**src/rtl/act_pkg.sv**
```systemverilog
package act_pkg;

  typedef struct packed {
    logic       steer;
    logic       interp;
    logic       load;
    logic       step;
    logic       hold;
    logic       tmr_dis;
    logic [1:0] rsvd;
  } act_ctl_t;

  // Next sequence position: bits 5:0 count up and saturate at fin;
  // bit 6 becomes set when fin is reached and is never cleared here.
  function automatic logic [6:0] act_next(input logic [6:0] s, input logic [5:0] fin);
    logic [5:0] lo;
    lo = s[5:0];
    if (lo >= fin) begin
      return s;
    end
    lo = lo + 6'd1;
    return {s[6] | (lo == fin), lo};
  endfunction

endpackage

```
**src/rtl/act_tick_gen.sv**
```systemverilog
module act_tick_gen #(
  parameter int BAUD_DIV = 96,
  parameter int TMR_DIV  = 80
) (
  input  logic clk,
  input  logic rst_n,
  output logic baud_tick,
  output logic tmr_tick
);
  localparam int BW = (BAUD_DIV > 1) ? $clog2(BAUD_DIV) : 1;
  localparam int PW = (TMR_DIV > 1) ? $clog2(TMR_DIV) : 1;

  logic [BW-1:0] bcnt_q, bcnt_d;
  logic [PW-1:0] pcnt_q, pcnt_d;
  logic          pre_wrap;

  assign baud_tick = (bcnt_q == BW'(BAUD_DIV - 1));
  assign pre_wrap  = (pcnt_q == PW'(TMR_DIV - 1));
  assign tmr_tick  = baud_tick & pre_wrap;

  always_comb begin
    bcnt_d = baud_tick ? '0 : bcnt_q + BW'(1);
    pcnt_d = pcnt_q;
    if (baud_tick) begin
      pcnt_d = pre_wrap ? '0 : pcnt_q + PW'(1);
    end
  end

  always_ff @(posedge clk or negedge rst_n) begin
    if (!rst_n) begin
      bcnt_q <= '0;
      pcnt_q <= '0;
    end else begin
      bcnt_q <= bcnt_d;
      pcnt_q <= pcnt_d;
    end
  end

  generate
    if (BAUD_DIV > 1) begin : g_gap_chk
      // a baud strobe is never two clocks wide
      p_tick_gap_r12: assert property (@(posedge clk) disable iff (!rst_n)
        baud_tick |=> !baud_tick)
        else $error("baud tick lasted more than one clock");
    end
  endgenerate

endmodule

```
**src/rtl/act_host_ctl.sv**
```systemverilog
module act_host_ctl
  import act_pkg::*;
(
  input  logic       clk,
  input  logic       rst_n,
  input  logic       sw_rst,
  input  logic       wr_en,
  input  logic [7:0] wdata,
  input  logic [6:0] preset_in,
  input  logic       rd_sel,
  input  logic [7:0] monitor_in,
  input  logic       lt_mode,
  input  logic       baud_tick,
  output logic [7:0] rd_data,
  output logic       interp_en,
  output logic       load_go,
  output logic [6:0] load_val,
  output logic       step_go,
  output logic       hold,
  output logic       steer,
  output logic       tmr_dis
);
  act_ctl_t   ctl_q, ctl_d;
  logic       larm_q, larm_d, sarm_q, sarm_d;
  logic       lpend_q, lpend_d, spend_q, spend_d;
  logic [6:0] lval_q, lval_d;
  logic       load_req, step_req;

  assign load_req = ctl_q.load & larm_q;
  assign step_req = ctl_q.step & sarm_q;

  assign load_go  = lpend_q | load_req;
  assign load_val = load_req ? preset_in : lval_q;
  assign step_go  = spend_q | step_req;
  assign hold     = ctl_q.hold;
  assign steer    = ctl_q.steer;
  assign tmr_dis  = ctl_q.tmr_dis;

  assign rd_data   = rd_sel ? ctl_q : monitor_in;
  assign interp_en = ctl_q.steer & ctl_q.interp & lt_mode;

  always_comb begin
    ctl_d   = ctl_q;
    larm_d  = ~ctl_q.load;
    sarm_d  = ~ctl_q.step;
    lpend_d = baud_tick ? 1'b0 : (lpend_q | load_req);
    spend_d = baud_tick ? 1'b0 : (spend_q | step_req);
    lval_d  = load_req ? preset_in : lval_q;
    if (wr_en) begin
      ctl_d      = act_ctl_t'(wdata);
      ctl_d.rsvd = 2'b00;
    end
    if (sw_rst) begin
      ctl_d   = '0;
      larm_d  = 1'b1;
      sarm_d  = 1'b1;
      lpend_d = 1'b0;
      spend_d = 1'b0;
      lval_d  = '0;
    end
  end

  always_ff @(posedge clk or negedge rst_n) begin
    if (!rst_n) begin
      ctl_q   <= '0;
      larm_q  <= 1'b1;
      sarm_q  <= 1'b1;
      lpend_q <= 1'b0;
      spend_q <= 1'b0;
      lval_q  <= '0;
    end else begin
      ctl_q   <= ctl_d;
      larm_q  <= larm_d;
      sarm_q  <= sarm_d;
      lpend_q <= lpend_d;
      spend_q <= spend_d;
      lval_q  <= lval_d;
    end
  end

  // an accepted load request is not accepted again on the next clock
  p_load_once_r2: assert property (@(posedge clk) disable iff (!rst_n)
    (load_req && !sw_rst) |=> !load_req)
    else $error("load accepted twice");

  // same edge rule for step
  p_step_once_r3: assert property (@(posedge clk) disable iff (!rst_n)
    (step_req && !sw_rst) |=> !step_req)
    else $error("step accepted twice");

  // reserved bits never read back as 1
  p_rsvd_zero_r10: assert property (@(posedge clk) disable iff (!rst_n)
    rd_sel |-> (rd_data[1:0] == 2'b00))
    else $error("reserved control bits read as 1");

endmodule

```
**src/rtl/act_state_core.sv**
```systemverilog
module act_state_core
  import act_pkg::*;
#(
  parameter int ACT_FINAL = 15
) (
  input  logic       clk,
  input  logic       rst_n,
  input  logic       sw_rst,
  input  logic       baud_tick,
  input  logic       load_go,
  input  logic [6:0] load_val,
  input  logic       step_go,
  input  logic       hold,
  input  logic       steer,
  input  logic       adv_cond,
  input  logic       deact,
  input  logic       expired,
  output logic [6:0] state_q
);
  localparam logic [5:0] FIN = 6'(ACT_FINAL);

  logic [6:0] state_d;
  logic [6:0] succ;

  assign succ = act_next(state_q, FIN);

  always_comb begin
    state_d = state_q;
    if (baud_tick) begin
      if (load_go) begin
        state_d = load_val;
      end else if (step_go) begin
        if (adv_cond) state_d = succ;
      end else if (hold) begin
        state_d = state_q;
      end else if (!steer) begin
        if (deact || expired) state_d = {state_q[6], 6'd0};
        else if (adv_cond)    state_d = succ;
      end
    end
    if (sw_rst) state_d = '0;
  end

  always_ff @(posedge clk or negedge rst_n) begin
    if (!rst_n) state_q <= '0;
    else        state_q <= state_d;
  end

  // the state only moves on a baud boundary (or a software reset)
  p_baud_only_r2: assert property (@(posedge clk) disable iff (!rst_n)
    (!baud_tick && !sw_rst) |=> $stable(state_q))
    else $error("state changed between baud ticks");

  // hold freezes the state when no load or step is due
  p_hold_r4: assert property (@(posedge clk) disable iff (!rst_n)
    (baud_tick && hold && !load_go && !step_go && !sw_rst) |=> $stable(state_q))
    else $error("state moved under hold");

  // a step with the advance condition low leaves the state alone
  p_step_gate_r3: assert property (@(posedge clk) disable iff (!rst_n)
    (baud_tick && step_go && !load_go && !adv_cond && !sw_rst) |=> $stable(state_q))
    else $error("step advanced without condition");

  // the warm flag persists except through reset or load
  p_warm_r6: assert property (@(posedge clk) disable iff (!rst_n)
    (state_q[6] && !sw_rst && !(baud_tick && load_go)) |=> state_q[6])
    else $error("warm flag lost");

endmodule

```
**src/rtl/act_timeout.sv**
```systemverilog
module act_timeout #(
  parameter int TMO_TICKS = 15000,
  parameter int ACT_FINAL = 15
) (
  input  logic       clk,
  input  logic       rst_n,
  input  logic       sw_rst,
  input  logic       tmr_tick,
  input  logic       tmr_dis,
  input  logic [5:0] pos,
  output logic       expired
);
  localparam int         CW  = (TMO_TICKS > 1) ? $clog2(TMO_TICKS + 1) : 1;
  localparam logic [5:0] FIN = 6'(ACT_FINAL);

  logic [CW-1:0] cnt_q, cnt_d;
  logic          exp_q, exp_d;
  logic          active;

  assign active  = (pos != 6'd0) && (pos < FIN);
  assign expired = exp_q;

  always_comb begin
    cnt_d = cnt_q;
    exp_d = exp_q;
    if (sw_rst || tmr_dis || !active) begin
      cnt_d = '0;
      exp_d = 1'b0;
    end else if (tmr_tick && !exp_q) begin
      if (cnt_q == CW'(TMO_TICKS - 1)) begin
        exp_d = 1'b1;
        cnt_d = '0;
      end else begin
        cnt_d = cnt_q + CW'(1);
      end
    end
  end

  always_ff @(posedge clk or negedge rst_n) begin
    if (!rst_n) begin
      cnt_q <= '0;
      exp_q <= 1'b0;
    end else begin
      cnt_q <= cnt_d;
      exp_q <= exp_d;
    end
  end

  // disabling the timer forces the flag low on the next clock
  p_dis_r9: assert property (@(posedge clk) disable iff (!rst_n)
    tmr_dis |=> !expired)
    else $error("expire set while timer disabled");

  // an idle position clears the flag
  p_idle_clear_r7: assert property (@(posedge clk) disable iff (!rst_n)
    (pos == 6'd0) |=> !expired)
    else $error("expire survived idle");

  // the flag only rises on a timer tick
  p_rise_on_tick_r7: assert property (@(posedge clk) disable iff (!rst_n)
    (!tmr_tick && !expired) |=> !expired)
    else $error("expire rose without a tick");

endmodule

```
**src/rtl/act_seq_top.sv**
```systemverilog
module act_seq_top
  import act_pkg::*;
#(
  parameter int BAUD_DIV  = 96,
  parameter int TMR_DIV   = 80,
  parameter int TMO_TICKS = 15000,
  parameter int ACT_FINAL = 15
) (
  input  logic       clk,
  input  logic       rst_n,
  input  logic       sw_rst,
  input  logic       host_wr,
  input  logic [7:0] host_wdata,
  input  logic [6:0] host_preset,
  input  logic       rd_sel,
  input  logic [7:0] monitor_in,
  input  logic       adv_cond,
  input  logic       deact,
  input  logic       lt_mode,
  output logic [7:0] rd_data,
  output logic [6:0] act_state,
  output logic       tmr_expired,
  output logic       interp_en,
  output logic       baud_tick
);
  logic       tmr_tick;
  logic       load_go, step_go, hold, steer, tmr_dis;
  logic [6:0] load_val;
  logic [6:0] state;

  act_tick_gen #(.BAUD_DIV(BAUD_DIV), .TMR_DIV(TMR_DIV)) u_tick (
    .clk       (clk),
    .rst_n     (rst_n),
    .baud_tick (baud_tick),
    .tmr_tick  (tmr_tick)
  );

  act_host_ctl u_host (
    .clk        (clk),
    .rst_n      (rst_n),
    .sw_rst     (sw_rst),
    .wr_en      (host_wr),
    .wdata      (host_wdata),
    .preset_in  (host_preset),
    .rd_sel     (rd_sel),
    .monitor_in (monitor_in),
    .lt_mode    (lt_mode),
    .baud_tick  (baud_tick),
    .rd_data    (rd_data),
    .interp_en  (interp_en),
    .load_go    (load_go),
    .load_val   (load_val),
    .step_go    (step_go),
    .hold       (hold),
    .steer      (steer),
    .tmr_dis    (tmr_dis)
  );

  act_state_core #(.ACT_FINAL(ACT_FINAL)) u_core (
    .clk       (clk),
    .rst_n     (rst_n),
    .sw_rst    (sw_rst),
    .baud_tick (baud_tick),
    .load_go   (load_go),
    .load_val  (load_val),
    .step_go   (step_go),
    .hold      (hold),
    .steer     (steer),
    .adv_cond  (adv_cond),
    .deact     (deact),
    .expired   (tmr_expired),
    .state_q   (state)
  );

  act_timeout #(.TMO_TICKS(TMO_TICKS), .ACT_FINAL(ACT_FINAL)) u_tmo (
    .clk      (clk),
    .rst_n    (rst_n),
    .sw_rst   (sw_rst),
    .tmr_tick (tmr_tick),
    .tmr_dis  (tmr_dis),
    .pos      (state[5:0]),
    .expired  (tmr_expired)
  );

  assign act_state = state;

  // a software reset returns the state to cold idle
  p_swrst_r1: assert property (@(posedge clk) disable iff (!rst_n)
    sw_rst |=> (act_state == 7'd0 && !tmr_expired))
    else $error("software reset left state");

endmodule

```
**config.mk**
```make
export PLATFORM = sky130hd
export DESIGN_NAME = act_seq_top
export DESIGN_NICKNAME = d
export VERILOG_FILES = /design/src/rtl/act_pkg.sv /design/src/rtl/act_tick_gen.sv /design/src/rtl/act_host_ctl.sv /design/src/rtl/act_state_core.sv /design/src/rtl/act_timeout.sv /design/src/rtl/act_seq_top.sv
export SDC_FILE = /design/constraint.sdc
export NUM_CORES = 1
export LEC_CHECK = 0
export BUFFER_PORTS_ARGS = -buffer_cell sky130_fd_sc_hd__clkbuf_2
export CELL_PAD_IN_SITES_DETAIL_PLACEMENT = 0
export CELL_PAD_IN_SITES_GLOBAL_PLACEMENT = 1
export CORE_MARGIN = 1
export CORE_UTILIZATION = 43
export DETAILED_ROUTE_END_ITERATION = 8
export GPL_TIMING_DRIVEN = 0
export PLACE_DENSITY_LB_ADDON = 0.3
export SLEW_MARGIN = 20
export SYNTH_ARGS = -nofsm -noshare
export SYNTH_HDL_FRONTEND = slang
export SYNTH_SLANG_ARGS = --single-unit
```
**constraint.sdc**
```tcl
create_clock -name clk -period 2.36 [get_ports clk]
set_clock_uncertainty 0.05 [all_clocks]
set_input_delay 0.118 -clock clk [delete_from_list [all_inputs] [get_ports clk]]
set_output_delay 0.118 -clock clk [all_outputs]
set_load 0.02 [all_outputs]
```
==> results.md <==
* Vias after detailed routing at 2347
* Synth Flop Type: dfrtp_1
* Leakage at 1.59 nW
* Seq pwr share at 52.3%
* Yosys reg bits at 53
* Synth area leaders: dfrtp_1 45%, a22o_1 4.4%, nand2_1 3.1%
* Largest net degree at the start of global routing at 54
* Synth-to-layout area growth at 20.1%
* Max Clock Freq at 437 MHz
* CTS tree: built
* Clock network power share at 29.0%
* Final TNS setup at 0 ns
* EDFF count, synth at 0
* Clock Latency Late Sink at 0.31 ns
* Avg Cell Area, Syn at 9.95 um^2
* Fill cells at 619
* Cell area after synthesis at 2810 um^2
* Placed Area at 3120 um^2
* Die footprint at 6850 um^2
* Area of the multi-input gates at 1400 um^2
* CTS Sinks at 53
* Vias per cell at 5.54
* CTS Buffer Depth at 2
* Max-slew violation count at 0
* Worst hold slack at 0.0145 ns
* Initial Util at 44.4%
* Global Route met1 Usage at 26.3%
* Comb power frac at 18.6%
* Sw power at 527 uW
* Total congestion overflow at 0
* Clk root buf: clkbuf_8
* CP max-delay cell: dlygate4sd3_1
* Die extent in y at 82.8 um
* Post-Syn Instances at 282
* Mapped Nets at 319
* Antenna cells at 0
* CP arrival at 2.44 ns
* FF-to-FF setup slack at 0.12 ns
* Worst Hold Class: in -> reg
* GR Util met2 at 33.6%
* Global-route wire length before repair at 10300 um
* RR Startpoint: u_core.state_q[0]
* Period minus WS final at 2.29 ns
* Count of different cell masters after synthesis at 49
* Maximum vdd drop at 0.353 mV
* Most frequent cells in the layout: 51 x dfrtp_1, 42 x clkbuf_2, 23 x nand2_1, 18 x nor2_1
* Commonest non-fill, non-tap cell in the layout: dfrtp_1
* Power per cell area at 552 nW/um^2
* Dpl ws at 0.0120 ns
* R2R cell count at 7
* CP delay by family, top: buffers and inverters
* Critical Path Source Type: input pin
* Switching share of power at 28.3%
* Core Region at 6310 um^2
* Nets at 383
* Synth async-reset ratio at 100%
* Slew @ Worst Pin at 0.727 ns
* Setup slack after layout at 0.0733 ns
* # DRC at 0
* Buf+Inv Stages, Crit Path at 3
* Grt met3 use at 3.93%
* Max_cap viols at 0
* Busiest grt layer: met2
* Port Buffer Count at 43
* Die Span X at 82.8 um
* Hold endpoint: u_host.ctl_q[4]
* Int Pwr at 1.33 mW
* Final Cycle Share at 96.9%
* Finished layout cell area at 3370 um^2
* Ys Warns at 0
* Dpl hpwl at 4390 um
* Clk pin slew, worst setup/hold paths at 0.10 ns
* DR WL/cell at 14.4 um
* Routed WL at 6090 um
* FF/Latch Area at 1330 um^2
* CTS Buf Count at 5
* Required time worst endpoint at 2.51 ns
* Initial antenna violation count at 0
* RSZ-0062 raised after global routing: no
* CP Max Fanout at 9
* RR Endpoint: u_tmo.cnt_q[0]
* Hold Fails Final Rpt at 0
* Min-delay src: host_wdata[4]
* GRT Total Usage at 20.1%
* H-tree Lvls at 2
* Hold depth at 3
* Area leader, netlist: dfrtp_1
* Worst stage delay on the critical path at 0.55 ns
* CP Capture Type: flop
* Final setup vio count at 0
* Crit Path Category: in -> reg
* GP Congestion at 0.773
* Share of cells above drive strength 1 at 23.1%
* # IOs at 49
* Row cnt at 29
* Seq/Total Area, Yosys at 47.4%
* Vias in the first global route at 2145
* Status: finished, final reports clean
* 1st-pass router iterations at 4
* Routed Antenna Nets at 0
* CP Cell Sequence: dlygate4sd3_1 -> buf_6 -> or4_4 -> a211oi_4 -> o31a_2 -> nor2_4 -> buf_4 -> mux2_2
* Starting DRT DRC Count at 95
* Area share of the largest cell type after synthesis at 45.5%
* Rel. slew slack at 51.5%
state kept, by name, indices dropped and copies added, names as in the netlist:
signal	flops
u_host.lval_q	7
u_host.ctl_q	3
u_tmo.expired	1
u_tick.pcnt_q	7
u_tmo.cnt_q	14
u_host.spend_q	1
u_host.sarm_q	1
u_host.tmr_dis	1
u_host.steer	1
u_host.lpend_q	1
u_tick.bcnt_q	7
u_host.hold	1
u_core.state_q	7
u_host.larm_q	1
repair_timing:
item | in CTS | in global routing
endpoints found under the setup margin | 4 | 19
setup buffers | 0 | 5
gates resized for setup | 1 | 4
gates cloned | 0 | 0
pin swaps | 0 | 3
hold buffers | 10 | 0
endpoints found under the hold margin | 60 | 0
worst max-delay path by stage:
stage,endpoint,start,slack [ns],depth (start not counted)
2_1_floorplan,u_tmo.cnt_q[3],u_tick.bcnt_q[0],0.23,8
3_3_place_gp,u_tmo.cnt_q[4],u_tick.bcnt_q[0],0.02,8
3_5_place_dp,u_tmo.cnt_q[4],u_tick.bcnt_q[0],0.01,8
4_1_cts,u_tmo.cnt_q[3],u_tick.bcnt_q[0],0.05,8
5_1_grt,u_tmo.cnt_q[0],sw_rst,0.004,8
6_report,u_tmo.cnt_q[0],sw_rst,0.07,8
per-layer routing:
metal  part of all wire [%]  vias up
met4                   0.85        0
li1                       -     1160
met2                     48       41
met1                     48     1142
met5                      0        -
met3                    3.0        4
cell usage after synthesis (2+ instances only):
master and instances:
xor2_1 4, o31ai_1 2, nor2b_1 12, o31ai_2 2, xnor2_1 4, a21oi_1 16
nand2_1 23, and3_1 10, inv_1 5, a221oi_1 4, dfrtp_1 51, mux2_2 7
a22o_1 14, clkbuf_1 5, o21ai_0 7, dfstp_2 2, o211ai_1 2, a211oi_1 2
or3_1 2, buf_2 2, nor2_1 18, a31oi_1 2, mux2i_1 6, o22a_1 3
o21ai_1 15, nor3_1 9, ha_1 6, and2_1 3, nand3_1 12, nor4_1 2
nand4_1 6, nand2b_1 5, buf_6 3
power by group through the flow:
stage               Combinational (mW)  Clock, mW  Sequential [mW]
global placement                 0.313          0            0.989
finish                           0.347      0.540            0.973
CTS                              0.333      0.564            0.974
floorplan                        0.204          0            0.994
global route                     0.390      0.594            0.980
detailed placement               0.317          0            0.991
logic make-up (layout without fill, tap and decap cells):
group | Yosys count | count (layout) | share of synthesized area (%)
XOR/XNOR | 8 | 8 | 2.50
AND/OR/NAND/NOR | 111 | 111 | 21.0
multiplexers | 13 | 13 | 4.95
adder cells (fa/ha/maj) | 6 | 6 | 2.68
buffers and inverters | 17 | 82 | 3.30
flip-flops | 53 | 53 | 47.4
AO/OA/AOI/OAI | 74 | 74 | 18.2
worst register-to-register path, stage by stage, from the launching register on:
cell and delay, ns:
dfrtp_1 0.46, ha_1 0.28, and3_1 0.20, a211oi_4 0.41, o31a_2 0.29, nor2_4 0.05
buf_4 0.16, mux2_2 0.25
stage by stage:
step                utilization, %  instances  power [mW]
finish                        53.3        424        1.86
global route                  53.3        424        1.96
CTS                           52.6        419        1.87
detailed placement            49.4        402        1.31
global placement              49.4        402        1.30
floorplan                        -        282        1.20
cell type report:
| class | instances | area share [%] |
|---|---|---|
| repair buffers | 58 | 10.5 |
| clock inverters | 2 | 0.409 |
| multi-input cells | 212 | 41.5 |
| clock buffers | 6 | 2.45 |
| inverters | 6 | 0.706 |
| plain buffers | 10 | 2.04 |
| flip-flops and latches | 53 | 39.5 |
| well taps | 77 | 2.86 |
No activity file was read; power rests on OpenSTA's default activity.
